`src/rtl/irqv_pkg.sv`:
```
package irqv_pkg;
  localparam int NUM_SRC = 7;
  localparam int SRC_W   = 3;

  localparam logic [SRC_W-1:0] SRC_RST = 3'd0;
  localparam logic [SRC_W-1:0] SRC_SWI = 3'd1;
  localparam logic [SRC_W-1:0] SRC_EXT = 3'd2;
  localparam logic [SRC_W-1:0] SRC_CAP = 3'd3;
  localparam logic [SRC_W-1:0] SRC_CMP = 3'd4;
  localparam logic [SRC_W-1:0] SRC_TOV = 3'd5;
  localparam logic [SRC_W-1:0] SRC_SCI = 3'd6;

  localparam logic [1:0] TRIG_FALL = 2'd0;
  localparam logic [1:0] TRIG_RISE = 2'd1;
  localparam logic [1:0] TRIG_BOTH = 2'd2;
  localparam logic [1:0] TRIG_LOW  = 2'd3;

  // Each lower-priority source sits one byte pair further down from the top vector.
  function automatic logic [15:0] vec_of(input logic [15:0] top, input logic [SRC_W-1:0] src);
    return top - {12'd0, src, 1'b0};
  endfunction
endpackage

```
`src/rtl/irqv_ext_latch.sv`:
```
module irqv_ext_latch
  import irqv_pkg::*;
(
  input  logic       clk,
  input  logic       rst_n,
  input  logic       pin,
  input  logic       en,
  input  logic [1:0] mode,
  input  logic       clr,
  output logic       req
);
  logic pin_q, latch_q;
  logic fall, rise, set_ev;

  assign fall = pin_q & ~pin;
  assign rise = ~pin_q & pin;

  always_comb begin
    unique case (mode)
      TRIG_FALL: set_ev = fall;
      TRIG_RISE: set_ev = rise;
      TRIG_BOTH: set_ev = fall | rise;
      default:   set_ev = 1'b0;
    endcase
    set_ev = set_ev & en;
  end

  always_ff @(posedge clk or negedge rst_n) begin
    if (!rst_n) begin
      pin_q   <= 1'b1;
      latch_q <= 1'b0;
    end else begin
      pin_q <= pin;
      // A new edge outranks the clear that comes with acceptance.
      if (set_ev)   latch_q <= 1'b1;
      else if (clr) latch_q <= 1'b0;
    end
  end

  assign req = en & ((mode == TRIG_LOW) ? ~pin : latch_q);

  // the latch only rises after the pin changed level
  a_r5_edge_only: assert property (@(posedge clk) disable iff (!rst_n)
    $rose(latch_q) |-> ($past(pin) != $past(pin_q)));
  // a disabled pin cannot set the latch
  a_r6_en_gates_latch: assert property (@(posedge clk) disable iff (!rst_n)
    (!en && !latch_q) |=> !latch_q);
  // a clear with no new edge empties the latch
  a_r7_clear_empties: assert property (@(posedge clk) disable iff (!rst_n)
    (clr && !set_ev) |=> !latch_q);
endmodule

```
`src/rtl/irqv_arb.sv`:
```
module irqv_arb
  import irqv_pkg::*;
(
  input  logic [NUM_SRC-1:0] req,
  output logic               any,
  output logic [SRC_W-1:0]   win
);
  logic [NUM_SRC-1:0] grant;

  for (genvar i = 0; i < NUM_SRC; i++) begin : g_chain
    if (i == 0) begin : g_top
      assign grant[i] = req[i];
    end else begin : g_rest
      assign grant[i] = req[i] & ~(|req[i-1:0]);
    end
  end

  assign any = |req;

  always_comb begin
    win = '0;
    for (int i = 0; i < NUM_SRC; i++)
      if (grant[i]) win = SRC_W'(i);
  end

  // at most one source granted
  always_comb a_r2_one_grant: assert ($onehot0(grant));
endmodule

```
`src/rtl/irq_vector_ctrl.sv`:
```
module irq_vector_ctrl
  import irqv_pkg::*;
#(
  parameter int          CAP_N   = 2,
  parameter int          CMP_N   = 2,
  parameter int          SCI_N   = 5,
  parameter logic [15:0] VEC_TOP = 16'h1FFE
) (
  input  logic             clk,
  input  logic             rst_n,
  input  logic             boundary,
  input  logic             swi_req,
  input  logic             ext_pin,
  input  logic             ext_en,
  input  logic [1:0]       ext_mode,
  input  logic [CAP_N-1:0] cap_flags,
  input  logic [CMP_N-1:0] cmp_flags,
  input  logic             tov_flag,
  input  logic [SCI_N-1:0] sci_flags,
  input  logic             mask_wr,
  input  logic             mask_wdata,
  output logic             take_valid,
  input  logic             take_ack,
  output logic [2:0]       take_src,
  output logic [15:0]      take_vec,
  output logic             mask_q
);
  logic               rst_pend_q;
  logic               accept;
  logic               ext_req;
  logic [NUM_SRC-1:0] req;
  logic               any;
  logic [SRC_W-1:0]   win;

  assign accept = take_valid & take_ack;

  irqv_ext_latch u_ext (
    .clk   (clk),
    .rst_n (rst_n),
    .pin   (ext_pin),
    .en    (ext_en),
    .mode  (ext_mode),
    .clr   (accept && take_src == SRC_EXT),
    .req   (ext_req)
  );

  always_comb begin
    req          = '0;
    req[SRC_RST] = rst_pend_q;
    req[SRC_SWI] = swi_req;
    req[SRC_EXT] = ext_req    & ~mask_q;
    req[SRC_CAP] = |cap_flags & ~mask_q;
    req[SRC_CMP] = |cmp_flags & ~mask_q;
    req[SRC_TOV] = tov_flag   & ~mask_q;
    req[SRC_SCI] = |sci_flags & ~mask_q;
  end

  irqv_arb u_arb (
    .req (req),
    .any (any),
    .win (win)
  );

  always_ff @(posedge clk or negedge rst_n) begin
    if (!rst_n) begin
      take_valid <= 1'b0;
      take_src   <= SRC_RST;
      rst_pend_q <= 1'b1;
      mask_q     <= 1'b1;
    end else begin
      if (accept) begin
        take_valid <= 1'b0;
        if (take_src == SRC_RST) rst_pend_q <= 1'b0;
      end else if (!take_valid && boundary && any) begin
        take_valid <= 1'b1;
        take_src   <= win;
      end
      if (accept)       mask_q <= 1'b1;
      else if (mask_wr) mask_q <= mask_wdata;
    end
  end

  assign take_vec = vec_of(VEC_TOP, take_src);

  // offers open only after a strobe
  a_r8_opens_on_strobe: assert property (@(posedge clk) disable iff (!rst_n)
    $rose(take_valid) |-> $past(boundary));
  // an offer stays frozen until it is accepted
  a_r8_hold: assert property (@(posedge clk) disable iff (!rst_n)
    (take_valid && !take_ack) |=> (take_valid && $stable(take_src) && $stable(take_vec)));
  // acceptance closes the offer and masks
  a_r9_accept_masks: assert property (@(posedge clk) disable iff (!rst_n)
    (take_valid && take_ack) |=> (mask_q && !take_valid));
  // under the mask only non-maskable codes appear
  a_r4_mask_blocks: assert property (@(posedge clk) disable iff (!rst_n)
    ($rose(take_valid) && $past(mask_q)) |-> (take_src == SRC_RST || take_src == SRC_SWI));
endmodule

```
`config.mk`:
```
export PLATFORM = sky130hd
export DESIGN_NAME = irq_vector_ctrl
export DESIGN_NICKNAME = d
export VERILOG_FILES = /design/src/rtl/irqv_pkg.sv /design/src/rtl/irqv_ext_latch.sv /design/src/rtl/irqv_arb.sv /design/src/rtl/irq_vector_ctrl.sv
export SDC_FILE = /design/constraint.sdc
export NUM_CORES = 1
export LEC_CHECK = 0
export BUFFER_PORTS_ARGS = -buffer_cell sky130_fd_sc_hd__buf_2
export CAP_MARGIN = 20
export CORE_UTILIZATION = 44
export CTS_CLUSTER_DIAMETER = 150
export DETAILED_ROUTE_END_ITERATION = 10
export PLACE_DENSITY_LB_ADDON = 0.08
export SYNTH_ARGS = -nofsm -noshare
export SYNTH_HDL_FRONTEND = slang
export SYNTH_SLANG_ARGS = --single-unit
export TNS_END_PERCENT = 100
```
`constraint.sdc`:
```
create_clock -name clk -period 3.8 [get_ports clk]
set_input_delay 0.38 -clock clk [delete_from_list [all_inputs] [get_ports clk]]
set_output_delay 0.38 -clock clk [all_outputs]
set_load 0.05 [all_outputs]
```
# Yosys cells after proc, flatten, opt, wreduce, memory -nomap -nowiden
# Index checks and enable logic that the tools add are counted.
[word_totals]
register_bits = 8
latch_bits = 0
mem_bits_rw = 0
rom_bits = 0
in_bits = 21
mem_count = 0
[op_classes]
n_addsub = 1
mul = 0
div = 0
order_cmp = 0
eq_ne = 4
n_shift = 0
mux = 14
n_bitwise = 27
reduce_logical = 20
[ops]
columns = ["operator", "n"]
rows = [
  ["$and 1x1->1", 16],
  ["$mux 3", 5],
  ["$sub 13x4->14 const A", 1],
  ["$not 1->1", 10],
  ["$reduce_or 5->1", 2],
  ["$mux 1", 8],
  ["$reduce_or 7->1", 1],
  ["$reduce_bool 2->1", 3],
  ["$reduce_or 2->1", 3],
  ["$reduce_or 6->1", 1],
  ["$eq 2x2->1 const B", 2],
  ["$reduce_and 2->1", 2],
  ["$reduce_or 4->1", 1],
  ["$eq 3x2->1 const B", 1],
  ["$logic_and 1x1->1", 3],
  ["$logic_not 3->1", 1],
  ["$pmux 1 s3", 1],
  ["$reduce_or 3->1", 1],
  ["$eq 2x1->1 const B", 1],
  ["$logic_not 2->1", 1],
  ["$logic_not 1->1", 1],
  ["$or 1x1->1", 1],
]

# Longest topological paths before layout
[logic_depth]
ltp_word = 11
mapped_depth = 6
mapped_depth_nobuf = 6

# Modules after synthesis
# From an unflattened synthesis, not the netlist that was laid out.
[hier_totals]
hier_cells = 69
hier_area_um2 = 639.4
[by_module_without_submodules]
columns = ["mod", "instances", "cells_each", "area_per_inst_um2"]
rows = [
  ["irq_vector_ctrl", 1, 44, 419.2],
  ["irqv_ext_latch", 1, 14, 153.9],
  ["irqv_arb", 1, 11, 66.3],
]

# Least setup slack after synthesis
# Ideal clock, no wire load.
[synth_timing]
path_kind = "register to register"
startpoint = "reg take_valid"
endpoint = "reg take_src[1]"
arrival_time_ps = 1318
required_ps = 3713
setup_slack_ps = 2396
stages_incl_launch_ff = 5
n_path_buf = 0
cell_sequence = "dfrtp_1 nand2b_2 a211oi_1 o221ai_1 o211ai_1"
[synth_between]
elab_chain_cells = 4
elab_cells_between_ends = 6
cone_classes = "2 x bitwise; 4 x reduce/logical"
[synth_rtl]
columns = ["element", "line_no", "source"]
rows = [
  ["start: declaration", "irq_vector_ctrl.sv:22", "output logic take_valid,"],
  ["start signal: assignment", "irq_vector_ctrl.sv:66", "take_valid <= 1'b0;"],
  ["start signal: assignment", "irq_vector_ctrl.sv:72", "take_valid <= 1'b0;"],
  ["start signal: assignment", "irq_vector_ctrl.sv:75", "take_valid <= 1'b1;"],
  ["$logic_not 1->1", "irq_vector_ctrl.sv:74", "end else if (!take_valid && boundary && any) begin"],
  ["$logic_and 1x1->1 (2 in a row)", "irq_vector_ctrl.sv:74", ""],
  ["$reduce_and 2->1 (no source line) (*)", "-", ""],
  ["end signal: assignment", "irq_vector_ctrl.sv:76", "take_src <= win;"],
  ["end: declaration", "irq_vector_ctrl.sv:24", "output logic [2:0] take_src,"],
]
# Mark *: on every way between the ends. The rest lies on a longest branch, timed or not.
# A chain may end at the register's enable or synchronous reset.

# Worst setup path after layout
[layout_timing]
startpoint = "reg mask_q"
endpoint = "out mask_q"
[layout_rtl]
columns = ["element", "line_no", "source"]
rows = [
  ["start: declaration", "irq_vector_ctrl.sv:26", "output logic mask_q"],
  ["start signal: assignment", "irq_vector_ctrl.sv:79", "else if (mask_wr) mask_q <= mask_wdata;"],
]
# No word-level cell between the ends.

==> impl_results.md <==
* Post-Syn Area per Cell at 8.93 sq um
* HPWL Detailed at 1.02 mm
* Boundary Pins at 42
* Crit-path max cell delay at 0.61 ns
* Die Ht at 40.2 microns
* First-pass iteration count of the detailed router at 4
* Layout cells sized above 1 at 0.388
* Max Freq at 0.644 GHz
* Crit path arrival time at 1.17 ns
* Gr usage total at 0.179
* Tmin final at 1.55 ns
* Synth Cell Area at 643 sq um
* Vias in the first global route at 413
* RSZ-0062 raised after global routing: no
* Post-route cell area at 782 sq um
* Antenna Nets Post-Route at 0
* Commonest cells post-synth: buf_4, inv_1, nand2_1, dfrtp_1
* Top FF cell, synth: dfrtp_1
* Worst hold margin at 0.272 ns
* Core Box Area at 1330 sq um
* Total number of vias at 577
* Clock-pin slew on the worst setup and hold paths at 0.07 ns
* CTS tree: yes
* Max H-tree Level at 1
* Final hold violations at 0
* Num CTS Buffers at 3
* Worst-case clock buffer depth at 2
* FFs w/ async S/R, synth at 1.00
* Switching share of power at 0.523
* CTS Hold Bufs at 1
* Clock skew at 0.0182 ns
* Sequential Power Share at 0.308
* Crit-path slowest cell: dfstp_2
* N_diodes at 0
* Post-CTS Resized at 0
* # port buffers at 28
* Area Growth Syn to Fin at 21.6%
* Grt ovf at 0
* Synth area leaders: dfrtp_1, buf_4, dfstp_2
* Internal power at 0.190 mW
* Initial DRC count at 7
* Finished Layout Cells at 118
* # Post-CTS Setup Buffers at 0
* Clock group share of total power at 0.182
* Power Density at 509 nW/um^2
* Peak supply drop at 0.260 mV
* Final Slew Violations at 0
* Routed wire length at 1.27 mm
* WP data required at 3.42 ns
* Combinational power share at 0.510
* HP Class: in2reg
* Top-area cell type share of the netlist area at 0.195
* Root Driver: clkbuf_4
* GP Congestion at 0.788
* Starting density of the core at 0.482
* Buf+Inv Stages, Crit Path at 1
* Die area at 1620 sq um
* Dpl cell area at 746 sq um
* Switch Pwr at 0.208 mW
* Max-cap violation count at 0
* Final Util at 0.586
* Syn Inst Count at 72
* Most frequent cell after synthesis: buf_4
* Critical path class: reg2out
* Leading area contributor after synthesis: dfrtp_1
* DRC violation count after routing at 0
* Period utilisation layout at 0.408
* CP cell instances: buf_2
* Final setup vio count at 0
* Global-route wire length before repair at 1.78 mm
* Yosys warns at 0
* Placed Cells at 113
* P_leak at 0.405 nW
* Vias per cell at 4.89
* Wire per inst at 10.8 microns
* Clk Latency, worst-skew pair at 0.26 ns
* Crit. End Element: primary output
* Clock sinks at 8
* Die span in x at 40.2 microns
* Initial antenna violation count at 0
* Crit-path leading delay family: flip-flops
* Setup TNS at 0 ns
* Row count at 13
* Seq cells post-synth at 8
* Post-synthesis cell type count at 34
* CP max FO at 9
* Type of origin of the critical path: flip-flop
* Pin count of the biggest net entering global routing at 10
* EDFF count, synth at 0
* Sequential-to-total area share from yosys stat at 0.317
* Nets@finish at 127
* Status: finished, final reports clean
-- per-stage QoR --
| stage | power, mW | setup WS (ns) |
|---|---|---|
| global placement | 0.325 | 2.26 |
| detailed placement | 0.326 | 2.23 |
| CTS | 0.402 | 2.24 |
| finish | 0.398 | 2.25 |
| floorplan | 0.286 | 2.40 |
| global route | 0.425 | 2.20 |
-- flip-flops by register name, summed over array words and instances, names as in the netlist --
signal and cells:
rst_pend_q 1, u_ext.latch_q 1, mask_q 1, u_ext.pin_q 1, take_valid 1, take_src 3
-- logic make-up after synthesis --
group	share of synthesized area
AO/OA/AOI/OAI	0.210
adder cells (fa/ha/maj)	0.0389
buffers and inverters	0.198
flip-flops	0.317
multiplexers	0.0311
other	0.0117
AND/OR/NAND/NOR	0.193
-- metal layers --
metal  global-route usage  vias up  part of all wire
met5                    0        -                 0
met4               0.0750        0                 0
met3                0.100        0             0.074
met2                0.254       29              0.49
met1                0.221      259              0.43
li1                     -      289                 -
-- power groups by stage --
stage / clock, mW / combinational, mW / sequential (mW)
global placement: 0 / 0.200 / 0.125
CTS: 0.0752 / 0.204 / 0.123
global route: 0.0822 / 0.217 / 0.126
floorplan: 0 / 0.116 / 0.170
detailed placement: 0 / 0.202 / 0.124
finish: 0.0723 / 0.203 / 0.123
-- worst paths after layout --
kind                               start             to  slack, ns  cells past startpoint
min reg2reg                u_ext.latch_q  u_ext.latch_q       0.50                      1
min in group asynchronous          rst_n    take_src[1]       0.48                      2
max reg2reg                u_ext.latch_q    take_src[0]       2.40                      4
min                              ext_pin    u_ext.pin_q       0.27                      1
max in group asynchronous          rst_n    u_ext.pin_q       3.05                      2
max                               mask_q         mask_q       2.25                      1
-- placed cells by master, fill, tap and decap left out, types with 2 or more instances in the layout --
| cell type | netlist | routed |
|---|---|---|
| dfrtp_1 | 5 | 5 |
| clkbuf_4 | 0 | 3 |
| o211ai_1 | 2 | 2 |
| conb_1 | 2 | 13 |
| mux2i_1 | 2 | 2 |
| inv_1 | 8 | 8 |
| dfstp_2 | 3 | 3 |
| nand2_1 | 6 | 6 |
| buf_2 | 0 | 28 |
| nor2_1 | 3 | 3 |
| nor3_1 | 3 | 3 |
| ha_1 | 2 | 2 |
-- layout make-up --
type | instances | area, sq um
well taps | 15 | 18.8
fillers | 122 | 552
multi-input cells | 54 | 353
repair buffers | 29 | 150
inverters | 8 | 30.0
clock buffers | 4 | 26.3
flip-flops and latches | 8 | 204
Power figures use the tool's default switching activity.
